**src/rtl/dwt_pkg.sv**
```systemverilog
package dwt_pkg;

  typedef enum logic [1:0] {
    TERM_NORMAL = 2'b00,
    TERM_RETRY  = 2'b01,
    TERM_DISC   = 2'b10,
    TERM_ABORT  = 2'b11
  } termCode_e;

  typedef enum logic [1:0] {
    RSP_RETRY      = 2'b00,
    RSP_COMPLETE   = 2'b01,
    RSP_DISCONNECT = 2'b10,
    RSP_TABORT     = 2'b11
  } rspCode_e;

  typedef enum logic [1:0] {
    ST_IDLE    = 2'b00,
    ST_ATTEMPT = 2'b01,
    ST_RESULT  = 2'b10
  } state_e;

  // Strobes from control to datapath
  typedef struct packed {
    logic     clrCount;
    logic     incCount;
    logic     latchReq;
    logic     loadResult;
    rspCode_e resultCode;
    logic     rspFire;
    logic     rspFromResult;
    logic     setRxAbort;
    logic     setSigAbort;
    logic     fireSerr;
  } dpStrobe_t;

endpackage

```
**src/rtl/dwt_datapath.sv**
```systemverilog
module dwt_datapath
  import dwt_pkg::*;
#(
  parameter int DEF_LOG = 24,
  parameter int MAX_LOG = 32
) (
  input  logic       clk,
  input  logic       rstN,
  input  dpStrobe_t  stb,
  input  logic       reqMulti,
  input  logic       limitSel,
  input  logic       clrRxAbort,
  input  logic       clrSigAbort,
  output logic       lastAttempt,
  output logic       multiLatched,
  output logic       resultAbort,
  output logic       rspValid,
  output logic [1:0] rspCode,
  output logic       rxTargetAbort,
  output logic       sigTargetAbort,
  output logic       serrPulse
);

  localparam int CW = MAX_LOG + 1;
  localparam logic [CW-1:0] ONE      = CW'(1);
  localparam logic [CW-1:0] DEF_MASK = (ONE << DEF_LOG) - ONE;
  localparam logic [CW-1:0] MAX_MASK = (ONE << MAX_LOG) - ONE;

  logic [CW-1:0] attemptCnt;
  logic          selLatched;
  rspCode_e      resultReg;
  logic [CW-1:0] limitMask;

  // Attempt counter and request attributes
  always_ff @(posedge clk) begin
    if (!rstN) begin
      attemptCnt   <= '0;
      selLatched   <= 1'b0;
      multiLatched <= 1'b0;
    end else begin
      if (stb.clrCount) begin
        attemptCnt <= '0;
      end else if (stb.incCount) begin
        attemptCnt <= attemptCnt + ONE;
      end
      if (stb.latchReq) begin
        selLatched   <= limitSel;
        multiLatched <= reqMulti;
      end
    end
  end

  assign limitMask   = selLatched ? MAX_MASK : DEF_MASK;
  assign lastAttempt = (attemptCnt == limitMask);

  // Stored termination result
  always_ff @(posedge clk) begin
    if (!rstN) begin
      resultReg <= RSP_RETRY;
    end else if (stb.loadResult) begin
      resultReg <= stb.resultCode;
    end
  end

  assign resultAbort = (resultReg == RSP_TABORT);

  // Response register toward the initiator
  always_ff @(posedge clk) begin
    if (!rstN) begin
      rspValid <= 1'b0;
      rspCode  <= 2'b00;
    end else begin
      rspValid <= stb.rspFire;
      if (stb.rspFire) begin
        rspCode <= stb.rspFromResult ? resultReg : RSP_RETRY;
      end
    end
  end

  // Sticky flags; a set wins over a clear
  always_ff @(posedge clk) begin
    if (!rstN) begin
      rxTargetAbort  <= 1'b0;
      sigTargetAbort <= 1'b0;
    end else begin
      if (stb.setRxAbort) begin
        rxTargetAbort <= 1'b1;
      end else if (clrRxAbort) begin
        rxTargetAbort <= 1'b0;
      end
      if (stb.setSigAbort) begin
        sigTargetAbort <= 1'b1;
      end else if (clrSigAbort) begin
        sigTargetAbort <= 1'b0;
      end
    end
  end

  // System-error pulse
  always_ff @(posedge clk) begin
    if (!rstN) begin
      serrPulse <= 1'b0;
    end else begin
      serrPulse <= stb.fireSerr;
    end
  end

  // the count never runs past the chosen limit
  assert_count_bound_R6: assert property (@(posedge clk) disable iff (!rstN)
    attemptCnt <= limitMask + ONE);

  // flags hold without a clear
  assert_rx_sticky_R8: assert property (@(posedge clk) disable iff (!rstN)
    rxTargetAbort && !clrRxAbort |=> rxTargetAbort);
  assert_sig_sticky_R8: assert property (@(posedge clk) disable iff (!rstN)
    sigTargetAbort && !clrSigAbort |=> sigTargetAbort);

  // a fresh write starts with an empty count
  assert_count_restart_R9: assert property (@(posedge clk) disable iff (!rstN)
    stb.clrCount |=> attemptCnt == '0);

endmodule

```
**src/rtl/dwt_control.sv**
```systemverilog
module dwt_control
  import dwt_pkg::*;
(
  input  logic       clk,
  input  logic       rstN,
  input  logic       reqValid,
  input  logic       tgtDone,
  input  logic [1:0] tgtTerm,
  input  logic       lastAttempt,
  input  logic       multiLatched,
  input  logic       resultAbort,
  input  logic       serrEnable,
  input  logic       nonDeliveryDisable,
  output logic       tgtReq,
  output dpStrobe_t  stb
);

  state_e    state, stateNext;
  termCode_e term;

  assign term = termCode_e'(tgtTerm);

  always_ff @(posedge clk) begin
    if (!rstN) begin
      state <= ST_IDLE;
    end else begin
      state <= stateNext;
    end
  end

  always_comb begin
    stb       = '0;
    stateNext = state;
    case (state)
      ST_IDLE: begin
        if (reqValid) begin
          stb.clrCount = 1'b1;
          stb.latchReq = 1'b1;
          stb.rspFire  = 1'b1;
          stateNext    = ST_ATTEMPT;
        end
      end
      ST_ATTEMPT: begin
        if (reqValid) begin
          stb.rspFire = 1'b1;
        end
        if (tgtDone) begin
          case (term)
            TERM_NORMAL, TERM_DISC: begin
              stb.loadResult = 1'b1;
              stb.resultCode = multiLatched ? RSP_DISCONNECT : RSP_COMPLETE;
              stateNext      = ST_RESULT;
            end
            TERM_ABORT: begin
              stb.loadResult = 1'b1;
              stb.resultCode = RSP_TABORT;
              stb.setRxAbort = 1'b1;
              stateNext      = ST_RESULT;
            end
            default: begin
              stb.incCount = 1'b1;
              if (lastAttempt) begin
                stb.loadResult = 1'b1;
                stb.resultCode = RSP_TABORT;
                stb.fireSerr   = serrEnable && !nonDeliveryDisable;
                stateNext      = ST_RESULT;
              end
            end
          endcase
        end
      end
      ST_RESULT: begin
        if (reqValid) begin
          stb.rspFire       = 1'b1;
          stb.rspFromResult = 1'b1;
          stb.setSigAbort   = resultAbort;
          stateNext         = ST_IDLE;
        end
      end
      default: stateNext = ST_IDLE;
    endcase
  end

  assign tgtReq = (state == ST_ATTEMPT);

  // an attempt in flight keeps its request
  assert_req_held_R4: assert property (@(posedge clk) disable iff (!rstN)
    tgtReq && !tgtDone |=> tgtReq);
  // a retry below the limit is attempted again
  assert_retry_again_R4: assert property (@(posedge clk) disable iff (!rstN)
    tgtReq && tgtDone && tgtTerm == 2'b01 && !lastAttempt |=> tgtReq);
  // reaching the limit stops the attempts
  assert_limit_stops_R6: assert property (@(posedge clk) disable iff (!rstN)
    tgtReq && tgtDone && tgtTerm == 2'b01 && lastAttempt |=> !tgtReq);
  // delivery stops the attempts
  assert_delivered_stops_R3: assert property (@(posedge clk) disable iff (!rstN)
    tgtReq && tgtDone && !tgtTerm[0] |=> !tgtReq);

endmodule

```
**src/rtl/dwr_term_handler.sv**
```systemverilog
module dwr_term_handler
  import dwt_pkg::*;
#(
  parameter int DEF_LOG = 24,
  parameter int MAX_LOG = 32
) (
  input  logic       clk,
  input  logic       rstN,
  input  logic       reqValid,
  input  logic       reqMulti,
  output logic       rspValid,
  output logic [1:0] rspCode,
  output logic       tgtReq,
  input  logic       tgtDone,
  input  logic [1:0] tgtTerm,
  input  logic       limitSel,
  input  logic       serrEnable,
  input  logic       nonDeliveryDisable,
  input  logic       clrRxAbort,
  input  logic       clrSigAbort,
  output logic       rxTargetAbort,
  output logic       sigTargetAbort,
  output logic       serrPulse
);

  dpStrobe_t stb;
  logic      lastAttempt;
  logic      multiLatched;
  logic      resultAbort;

  dwt_control uControl (
    .clk                (clk),
    .rstN               (rstN),
    .reqValid           (reqValid),
    .tgtDone            (tgtDone),
    .tgtTerm            (tgtTerm),
    .lastAttempt        (lastAttempt),
    .multiLatched       (multiLatched),
    .resultAbort        (resultAbort),
    .serrEnable         (serrEnable),
    .nonDeliveryDisable (nonDeliveryDisable),
    .tgtReq             (tgtReq),
    .stb                (stb)
  );

  dwt_datapath #(
    .DEF_LOG (DEF_LOG),
    .MAX_LOG (MAX_LOG)
  ) uDatapath (
    .clk            (clk),
    .rstN           (rstN),
    .stb            (stb),
    .reqMulti       (reqMulti),
    .limitSel       (limitSel),
    .clrRxAbort     (clrRxAbort),
    .clrSigAbort    (clrSigAbort),
    .lastAttempt    (lastAttempt),
    .multiLatched   (multiLatched),
    .resultAbort    (resultAbort),
    .rspValid       (rspValid),
    .rspCode        (rspCode),
    .rxTargetAbort  (rxTargetAbort),
    .sigTargetAbort (sigTargetAbort),
    .serrPulse      (serrPulse)
  );

  // every request is answered on the next cycle, and only then
  assert_rsp_follows_req_R2: assert property (@(posedge clk) disable iff (!rstN)
    reqValid |=> rspValid);
  assert_rsp_needs_req_R2: assert property (@(posedge clk) disable iff (!rstN)
    rspValid |-> $past(reqValid));
  // system error only when enabled and not suppressed, one cycle wide
  assert_serr_gated_R7: assert property (@(posedge clk) disable iff (!rstN)
    serrPulse |-> $past(serrEnable && !nonDeliveryDisable));
  assert_serr_single_R7: assert property (@(posedge clk) disable iff (!rstN)
    serrPulse |=> !serrPulse);
  // an abort from the target ends the attempts and records it
  assert_abort_stops_R5: assert property (@(posedge clk) disable iff (!rstN)
    tgtReq && tgtDone && tgtTerm == 2'b11 |=> !tgtReq && rxTargetAbort);

endmodule

```
**config.mk**
```make
export PLATFORM = sky130hd
export DESIGN_NAME = dwr_term_handler
export DESIGN_NICKNAME = d
export VERILOG_FILES = /design/src/rtl/dwt_pkg.sv /design/src/rtl/dwt_datapath.sv /design/src/rtl/dwt_control.sv /design/src/rtl/dwr_term_handler.sv
export SDC_FILE = /design/constraint.sdc
export NUM_CORES = 1
export LEC_CHECK = 0
export BUFFER_PORTS_ARGS = -buffer_cell sky130_fd_sc_hd__buf_2
export CORE_MARGIN = 1
export CORE_UTILIZATION = 45
export CTS_BUF_LIST = sky130_fd_sc_hd__clkbuf_2 sky130_fd_sc_hd__clkbuf_4 sky130_fd_sc_hd__clkbuf_8
export CTS_CLUSTER_DIAMETER = 80
export DETAILED_ROUTE_END_ITERATION = 16
export PLACE_DENSITY_LB_ADDON = 0.2
export SLEW_MARGIN = 10
export SYNTH_ARGS = -nofsm -noshare
export SYNTH_HDL_FRONTEND = slang
export SYNTH_SLANG_ARGS = --single-unit
```
**constraint.sdc**
```tcl
create_clock -name clk -period 2.75 [get_ports clk]
set_clock_uncertainty 0.1 [all_clocks]
set_input_delay 0.1375 -clock clk [delete_from_list [all_inputs] [get_ports clk]]
set_output_delay 0.1375 -clock clk [all_outputs]
set_load 0.05 [all_outputs]
```
==> results.cfg, run 1 <==
[worst_setup_path]
path_class = register to register
critical-path-max-stage-delay_ns = 0.64
cp-end-kind = register
critPathLaunch = uDatapath.attemptCnt[0]
reg2reg_slack_ns = 0.52
crit_path_top_delay_cell = or4_1
cp_data_arrival_time_ns = 2.36
reg2reg_depth = 5
cp_cell_sequence = ha_1 > nand3b_1 > or4_1 > or4_1 > a21oi_1
r2r-start = uDatapath.attemptCnt[0]
crit_fanout = 11
start_kind = register
crit_required_ns = 2.88
crit_path_frequent_cell = or4_1

[global_routing]
grt_usage = 0.223
grt_max_degree = 21
antenna_found_initial = 0
grt_pass1_wl_um = 9450
grt-ovfl-total = 0
grt_pass1_vias = 2057

[clock_tree]
cts_inserted_buffers = 5
ctsHoldBuffers = 3
cts_setup_buffers = 0
clkSinkCount = 45
root_buffer = clkbuf_8
cts_resized = 0
clkTransAtPathRegs_ns = 0.08
clk_latency_ns = 0.29
cts_htree_levels = 2
cts_tree = done
cts_buffer_depth = 2

[timing]
worst_pin_slew_ns = 0.518
min_period_over_period = 0.812
hold_viol = 0
whs_ns = 0.0146
final.min_clock_period_ns = 2.23
slew_viol_final = 0
slew-limit-headroom = 0.654
setup_viol = 0
max_freq_mhz = 448
fin_tns_setup_ns = 0
rsz0062_at_grt = no

[final_layout]
utilization = 0.542
stdcell_area_um2 = 2630
drive_gt1_frac = 0.116
layout_commonest_cell = dfxtp_1
syn_to_final_growth_pct = 13.2
nets = 322
final_cells = 377
n_antenna_cell = 0
layout_common_cells = 45 x dfxtp_1, 29 x nor2_1, 24 x nand2_1

[yosys]
syn_inst = 287
postSynthAreaPerCell_um2 = 8.09
yosys_register_bits = 45
seq_area_frac_synth = 0.388
ys_types = 42
yosys.area.top_type = dfxtp_1
syn_nets = 300
yosysTopAreaCellShare = 0.388
ys_top_cells_by_area = dfxtp_1 39%, nand4_1 5.9%, nor2_1 4.7%
synth.cell_area_um2 = 2320
ys_warn_count = 0

[routing]
avgRoutedWirePerCell_um = 14.5
drc = 0
postRouteAntennaNets = 0
drt-total-wl_um = 5490
viasPerCell = 5.86
vias = 2210
drt_iter0_drc = 225
drtPass1Iterations = 4

[placed_design]
io_buffers = 18
dp.cells = 366
postPlaceCellArea_um2 = 2490
place.gp.congestion = 0.851
hpwl_um = 3880

[floorplanning]
die_height_um = 73.8
die_area_um2 = 5450
fp-row-count = 25
ios = 19
dieWidth_um = 73.8
coreArea_um2 = 4850
start_util = 0.479

[min_path]
hold_depth = 3
min_from = rstN
hold_path.class = input port to register

[power_and_ir_drop]
power.leakage_nw = 0.934
peakVddDrop_uv = 432
power_density_nw_per_um2 = 467

[run]
max_cap_viol_count = 0

[status]
run_status = finished, final reports clean
metal layers:
| layer | global-route usage | wire, um | share of wire |
|---|---|---|---|
| met1 | 0.295 | 2710 | 0.49 |
| met4 | 0.0769 | 82 | 0.015 |
| met2 | 0.360 | 2510 | 0.46 |
| met3 | 0.0453 | 178 | 0.032 |
| met5 | 0 | 0 | 0 |
final timing paths:
path                               to
max reg2reg  uDatapath.attemptCnt[16]
max          uDatapath.attemptCnt[16]
min reg2reg  uDatapath.sigTargetAbort
min                uDatapath.rspValid
where the power goes:
group          switching (mW)  internal (mW)  total, mW
Sequential            0.00874          0.659      0.667
Clock                   0.222          0.227      0.450
Combinational          0.0689         0.0407      0.110
logic make-up after synthesis:
family | count (synthesis) | synth area share
buffers and inverters | 21 | 0.0356
XOR/XNOR | 7 | 0.0264
AND/OR/NAND/NOR | 154 | 0.367
AO/OA/AOI/OAI | 48 | 0.129
adder cells (fa/ha/maj) | 1 | 0.00539
multiplexers | 11 | 0.0480
flip-flops | 45 | 0.388
flip-flops by register name, summed over array words and instances (netlist names), 2 cells and up:
signal	count
uDatapath.attemptCnt	33
uControl.state	2
uDatapath.resultReg	2
uDatapath.rspCode	2
stage by stage:
| step | worst slack, ns | total power, mW |
|---|---|---|
| after floorplan | 0.769 | 0.753 |
| after global placement | 0.625 | 0.787 |
| after detailed placement | 0.545 | 0.789 |
| after CTS | 0.523 | 1.24 |
| after global routing | 0.356 | 1.27 |
| final | 0.516 | 1.23 |
area by class of cell:
class / count / area, um^2
well taps: 67 / 83.8
flip-flops and latches: 45 / 901
multi-input cells: 221 / 1340
clock buffers: 7 / 96.3
fillers: 458 / 2220
clock inverters: 1 / 5.00
inverters: 8 / 30.0
repair buffers: 28 / 173
synth_stat cells:
cell	n
nand4b_1	1
o2111ai_1	1
nor4_1	7
nand3b_1	3
o41ai_1	2
a22o_1	2
a21o_1	1
and4_1	5
nor3_1	10
o211ai_1	1
and3_1	4
nand2_1	24
nor4_2	1
o31ai_1	4
buf_1	2
and4b_1	1
a2111oi_0	1
nand3_1	12
nor3b_1	1
and2_1	4
or3_1	15
nand4_1	22
xnor2_1	5
and3b_1	1
nor2_1	29
clkbuf_1	8
o21ai_0	10
mux2i_1	10
o311ai_0	5
or4_1	6
buf_2	3
dfxtp_1	45
ha_1	1
nand4_2	1
nand2b_1	3
xor2_1	2
nor2b_1	3
a32oi_1	1
mux2_2	1
nor4b_1	1
inv_1	8
a21oi_1	20
worst max-delay path, delay by kind of cell (launching register included):
| kind | cells | cell delay (ns) |
|---|---|---|
| DFF | 1 | 0.39 |
| adders and majority gates | 1 | 0.19 |
| and+or+nand+nor | 3 | 1.35 |
| AOI/OAI and AO/OA | 1 | 0.15 |
(Power assumes the default switching activity.)
==> run 2: changes to the inputs <==
Clock period 2.75 ns to 2.3 ns, I/O delays scaled along.
==> results.cfg, run 2 (synthesis results as in run 1) <==
[floorplanning]
dieWidth_um = 73.8
coreArea_um2 = 4850
fp-row-count = 25
ios = 19
die_area_um2 = 5450
start_util = 0.479
die_height_um = 73.8

[timing]
fin_tns_setup_ns = 0
worst_pin_slew_ns = 0.924
final.min_clock_period_ns = 2.13
slew-limit-headroom = 0.381
hold_viol = 0
whs_ns = 0.00833
rsz0062_at_grt = no
setup_viol = 0
min_period_over_period = 0.928
max_freq_mhz = 469
slew_viol_final = 0

[min_path]
hold_path.class = input port to register
hold_depth = 4

[final_layout]
n_antenna_cell = 0
syn_to_final_growth_pct = 16.7
layout_common_cells = 45 x dfxtp_1, 29 x nor2_1, 24 x nand2_1
layout_commonest_cell = dfxtp_1
drive_gt1_frac = 0.132
regMostFlops = uDatapath.attemptCnt
stdcell_area_um2 = 2710
nets = 331
largest_register_ffs = 33
fill_cells = 478

[power_and_ir_drop]
power_density_nw_per_um2 = 548
power.leakage_nw = 0.975
peakVddDrop_uv = 451

[placed_design]
place.gp.congestion = 0.878
hpwl_um = 3850
postPlaceCellArea_um2 = 2530
io_buffers = 18

[routing]
drt_iter0_drc = 196
vias = 2229
viasPerCell = 5.77
drt-total-wl_um = 5480
drtPass1Iterations = 4
postRouteAntennaNets = 0
avgRoutedWirePerCell_um = 14.2
drc = 0

[clock_tree]
clk_latency_ns = 0.29
root_buffer = clkbuf_8
clkSinkCount = 45
cts_buffer_depth = 2
cts_tree = done
clkTransAtPathRegs_ns = 0.09
cts_htree_levels = 2
cts_inserted_buffers = 5
cts_setup_buffers = 0

[worst_setup_path]
critical-path-max-stage-delay_ns = 0.68
cp_cell_sequence = nand4_2 > or4_1 > or4_1 > a21oi_1
start_kind = register
crit_path_top_delay_cell = or4_1
crit_required_ns = 2.43
reg2reg_depth = 4
crit_path_frequent_cell = or4_1
path_class = register to register
cp-end-kind = register
cp_data_arrival_time_ns = 2.27
crit_fanout = 10

[global_routing]
grt_pass1_vias = 1980
grt_pass1_wl_um = 9140
grt_max_degree = 25
grt_usage = 0.216
antenna_found_initial = 0
grt-ovfl-total = 0

[status]
run_status = finished, final reports clean

[run]
max_cap_viol_count = 0
[run 2: cell count changes in the layout (fill, tap and decap cells not counted)]
cell	previous run	this run
or4_4	0	1
or4_1	6	5
dlygate4sd3_1	3	7
buf_4	7	12
[run 2: per-stage QoR]
step,std cells,power (mW),setup slack (ns),utilization
after floorplan,287,0.901,0.319,-
after global placement,371,0.948,0.232,0.522
after detailed placement,371,0.949,0.171,0.522
after CTS,386,1.49,0.162,0.558
after global routing,386,1.53,0.0274,0.558
final,386,1.48,0.166,0.558
[run 2: worst max-delay path, delay by kind of cell (launching register included)]
| kind | cells | cell delay [ns] |
|---|---|---|
| flops | 1 | 0.42 |
| compound gates | 1 | 0.15 |
| simple gates | 3 | 1.40 |
[run 2: path summary, 6_finish.rpt]
kind	startpoint	end	slack (ns)
worst max register to register	uDatapath.attemptCnt[3]	uDatapath.attemptCnt[15]	0.17
worst max-delay path	uDatapath.attemptCnt[3]	uDatapath.attemptCnt[15]	0.17
worst min-delay path	nonDeliveryDisable	uDatapath.serrPulse	0.008
worst min register to register	uDatapath.sigTargetAbort	uDatapath.sigTargetAbort	0.37
[run 2: routing by layer]
metal | track usage | wire length, um
met5 | 0 | 0
met4 | 0.0748 | 71
met3 | 0.0398 | 238
met2 | 0.336 | 2500
met1 | 0.299 | 2670
[run 2: area by class of cell]
class,count,area [um^2],area share
Timing Repair Buffer,37,250,0.0924
Tap cell,67,83.8,0.0310
Multi-Input combinational cell,221,1340,0.495
Clock buffer,7,96.3,0.0356
Clock inverter,1,5.00,0.00185
Sequential cell,45,901,0.333
Inverter,8,30.0,0.0111
[run 2: where the power goes]
part,switching [mW],internal (mW)
clock,0.272,0.272
sequential,0.00579,0.788
combinational,0.0894,0.0584
total,0.367,1.12
[run 2: repair_timing]
item                                    CTS  global route
hold endpoints to repair                  6             0
endpoints found under the setup margin    0             1
resized for setup                         0             1
hold buffers                              7             0
==> run 3: changes to the inputs <==
Clock period 2.3 ns to 1.7 ns, I/O delays scaled along.
==> results.cfg, run 3 (synthesis results as in run 1) <==
[status]
run_status = finished with violations
violations = setup timing

[timing]
layout_setup_ws_ns = -0.178
worst_pin_slew_ns = 0.548
hold_viol = 0
min_period_over_period = 1.10
final.min_clock_period_ns = 1.88
fin_tns_setup_ns = -1.23
slew_viol_final = 0
rsz0062_at_grt = yes
slew-limit-headroom = 0.633
max_freq_mhz = 532
whs_ns = 0.0565
setup_viol = 17

[clock_tree]
root_buffer = clkbuf_8
cts_tree = done
clkSinkCount = 45
cts_htree_levels = 2
clkTransAtPathRegs_ns = 0.09
clk_latency_ns = 0.31
cts_buffer_depth = 2
cts_inserted_buffers = 5

[final_layout]
ff_latch_area_um2 = 918
fill_cells = 377
syn_to_final_growth_pct = 46.4
drive_gt1_frac = 0.345
regMostFlops = uDatapath.attemptCnt
utilization = 0.701
multi_input_area_um2 = 1630
stdcell_area_um2 = 3400
nets = 380
layout_common_cells = 50 x buf_4, 35 x dfxtp_1, 28 x nor2_1
largest_register_ffs = 33
n_antenna_cell = 0
layout_commonest_cell = buf_4
final_cells = 435

[placed_design]
place.gp.congestion = 0.830
io_buffers = 18
postPlaceCellArea_um2 = 2920
pre_cts_slack_ns = -0.150
dp.cells = 412
hpwl_um = 4460

[worst_setup_path]
worst-path-buf-inv = 0
crit_fanout = 2
crit_path_frequent_cell = or4_4
cp-end-kind = register
critPathTopFamily = simple AND/OR/NAND/NOR gates
start_kind = register
cp_cell_sequence = ha_4 > nand3b_1 > or4_4 > or4_4 > a21oi_2
cp_data_arrival_time_ns = 2.03
crit_required_ns = 1.85
critical-path-max-stage-delay_ns = 0.50
path_class = register to register
crit_path_top_delay_cell = or4_4

[floorplanning]
ios = 19
fp-row-count = 25
die_height_um = 73.8
start_util = 0.479
dieWidth_um = 73.8
die_area_um2 = 5450
coreArea_um2 = 4850

[power_and_ir_drop]
power_mw = 2.02
power_density_nw_per_um2 = 594
power.leakage_nw = 1.32
peakVddDrop_uv = 473

[routing]
drt_iter0_drc = 164
vias = 2548
drt-total-wl_um = 6850
drc = 0
viasPerCell = 5.86
drtPass1Iterations = 4
avgRoutedWirePerCell_um = 15.7
postRouteAntennaNets = 0

[min_path]
hold_path.class = input port to register

[run]
max_cap_viol_count = 0

[global_routing]
grt_pass1_wl_um = 10700
grt-ovfl-total = 0
grt_pass1_vias = 2333
antenna_found_initial = 0
grt_usage = 0.257
grt_max_degree = 25
-- run 3: timing repair --
action,in CTS,in global routing
endpoints found under the hold margin,8,0
endpoints found under the setup margin,21,29
cloned,1,0
hold buffers,8,0
setup buffers,2,4
gates resized for setup,11,38
pin swaps,5,15
-- run 3: worst paths after layout --
path / slack (ns) / depth (start not counted) / to / from
min reg2reg: 0.38 / 2 / uDatapath.sigTargetAbort / uDatapath.sigTargetAbort
min: 0.06 / 3 / uControl.state[0] / tgtDone
max: -0.18 / 5 / uDatapath.attemptCnt[16] / uDatapath.attemptCnt[1]
max reg2reg: -0.18 / 5 / uDatapath.attemptCnt[16] / uDatapath.attemptCnt[1]
-- run 3: worst register-to-register path: stages (launching register included) --
cell,delay [ns]
dfxtp_2,0.37
ha_4,0.14
nand3b_1,0.09
or4_4,0.50
or4_4,0.50
a21oi_2,0.13
-- run 3: per-layer routing --
metal,part of all wire,GRT usage
met5,0,0
met4,0.014,0.0812
met3,0.049,0.0494
met2,0.50,0.440
met1,0.44,0.323
-- run 3: final cells by class --
type                            count  share of cell area
Multi-Input combinational cell    222               0.479
Sequential cell                    45               0.270
Timing Repair Buffer               85               0.190
Tap cell                           67              0.0247
Clock buffer                        5              0.0203
Inverter                            8             0.00884
Clock inverter                      3             0.00626
-- run 3: report_power, final --
part	switching, mW	leakage (nW)	internal [mW]
Clock	0.413	0.0407	0.290
Sequential	0.00849	0.369	1.06
Combinational	0.144	0.907	0.0987
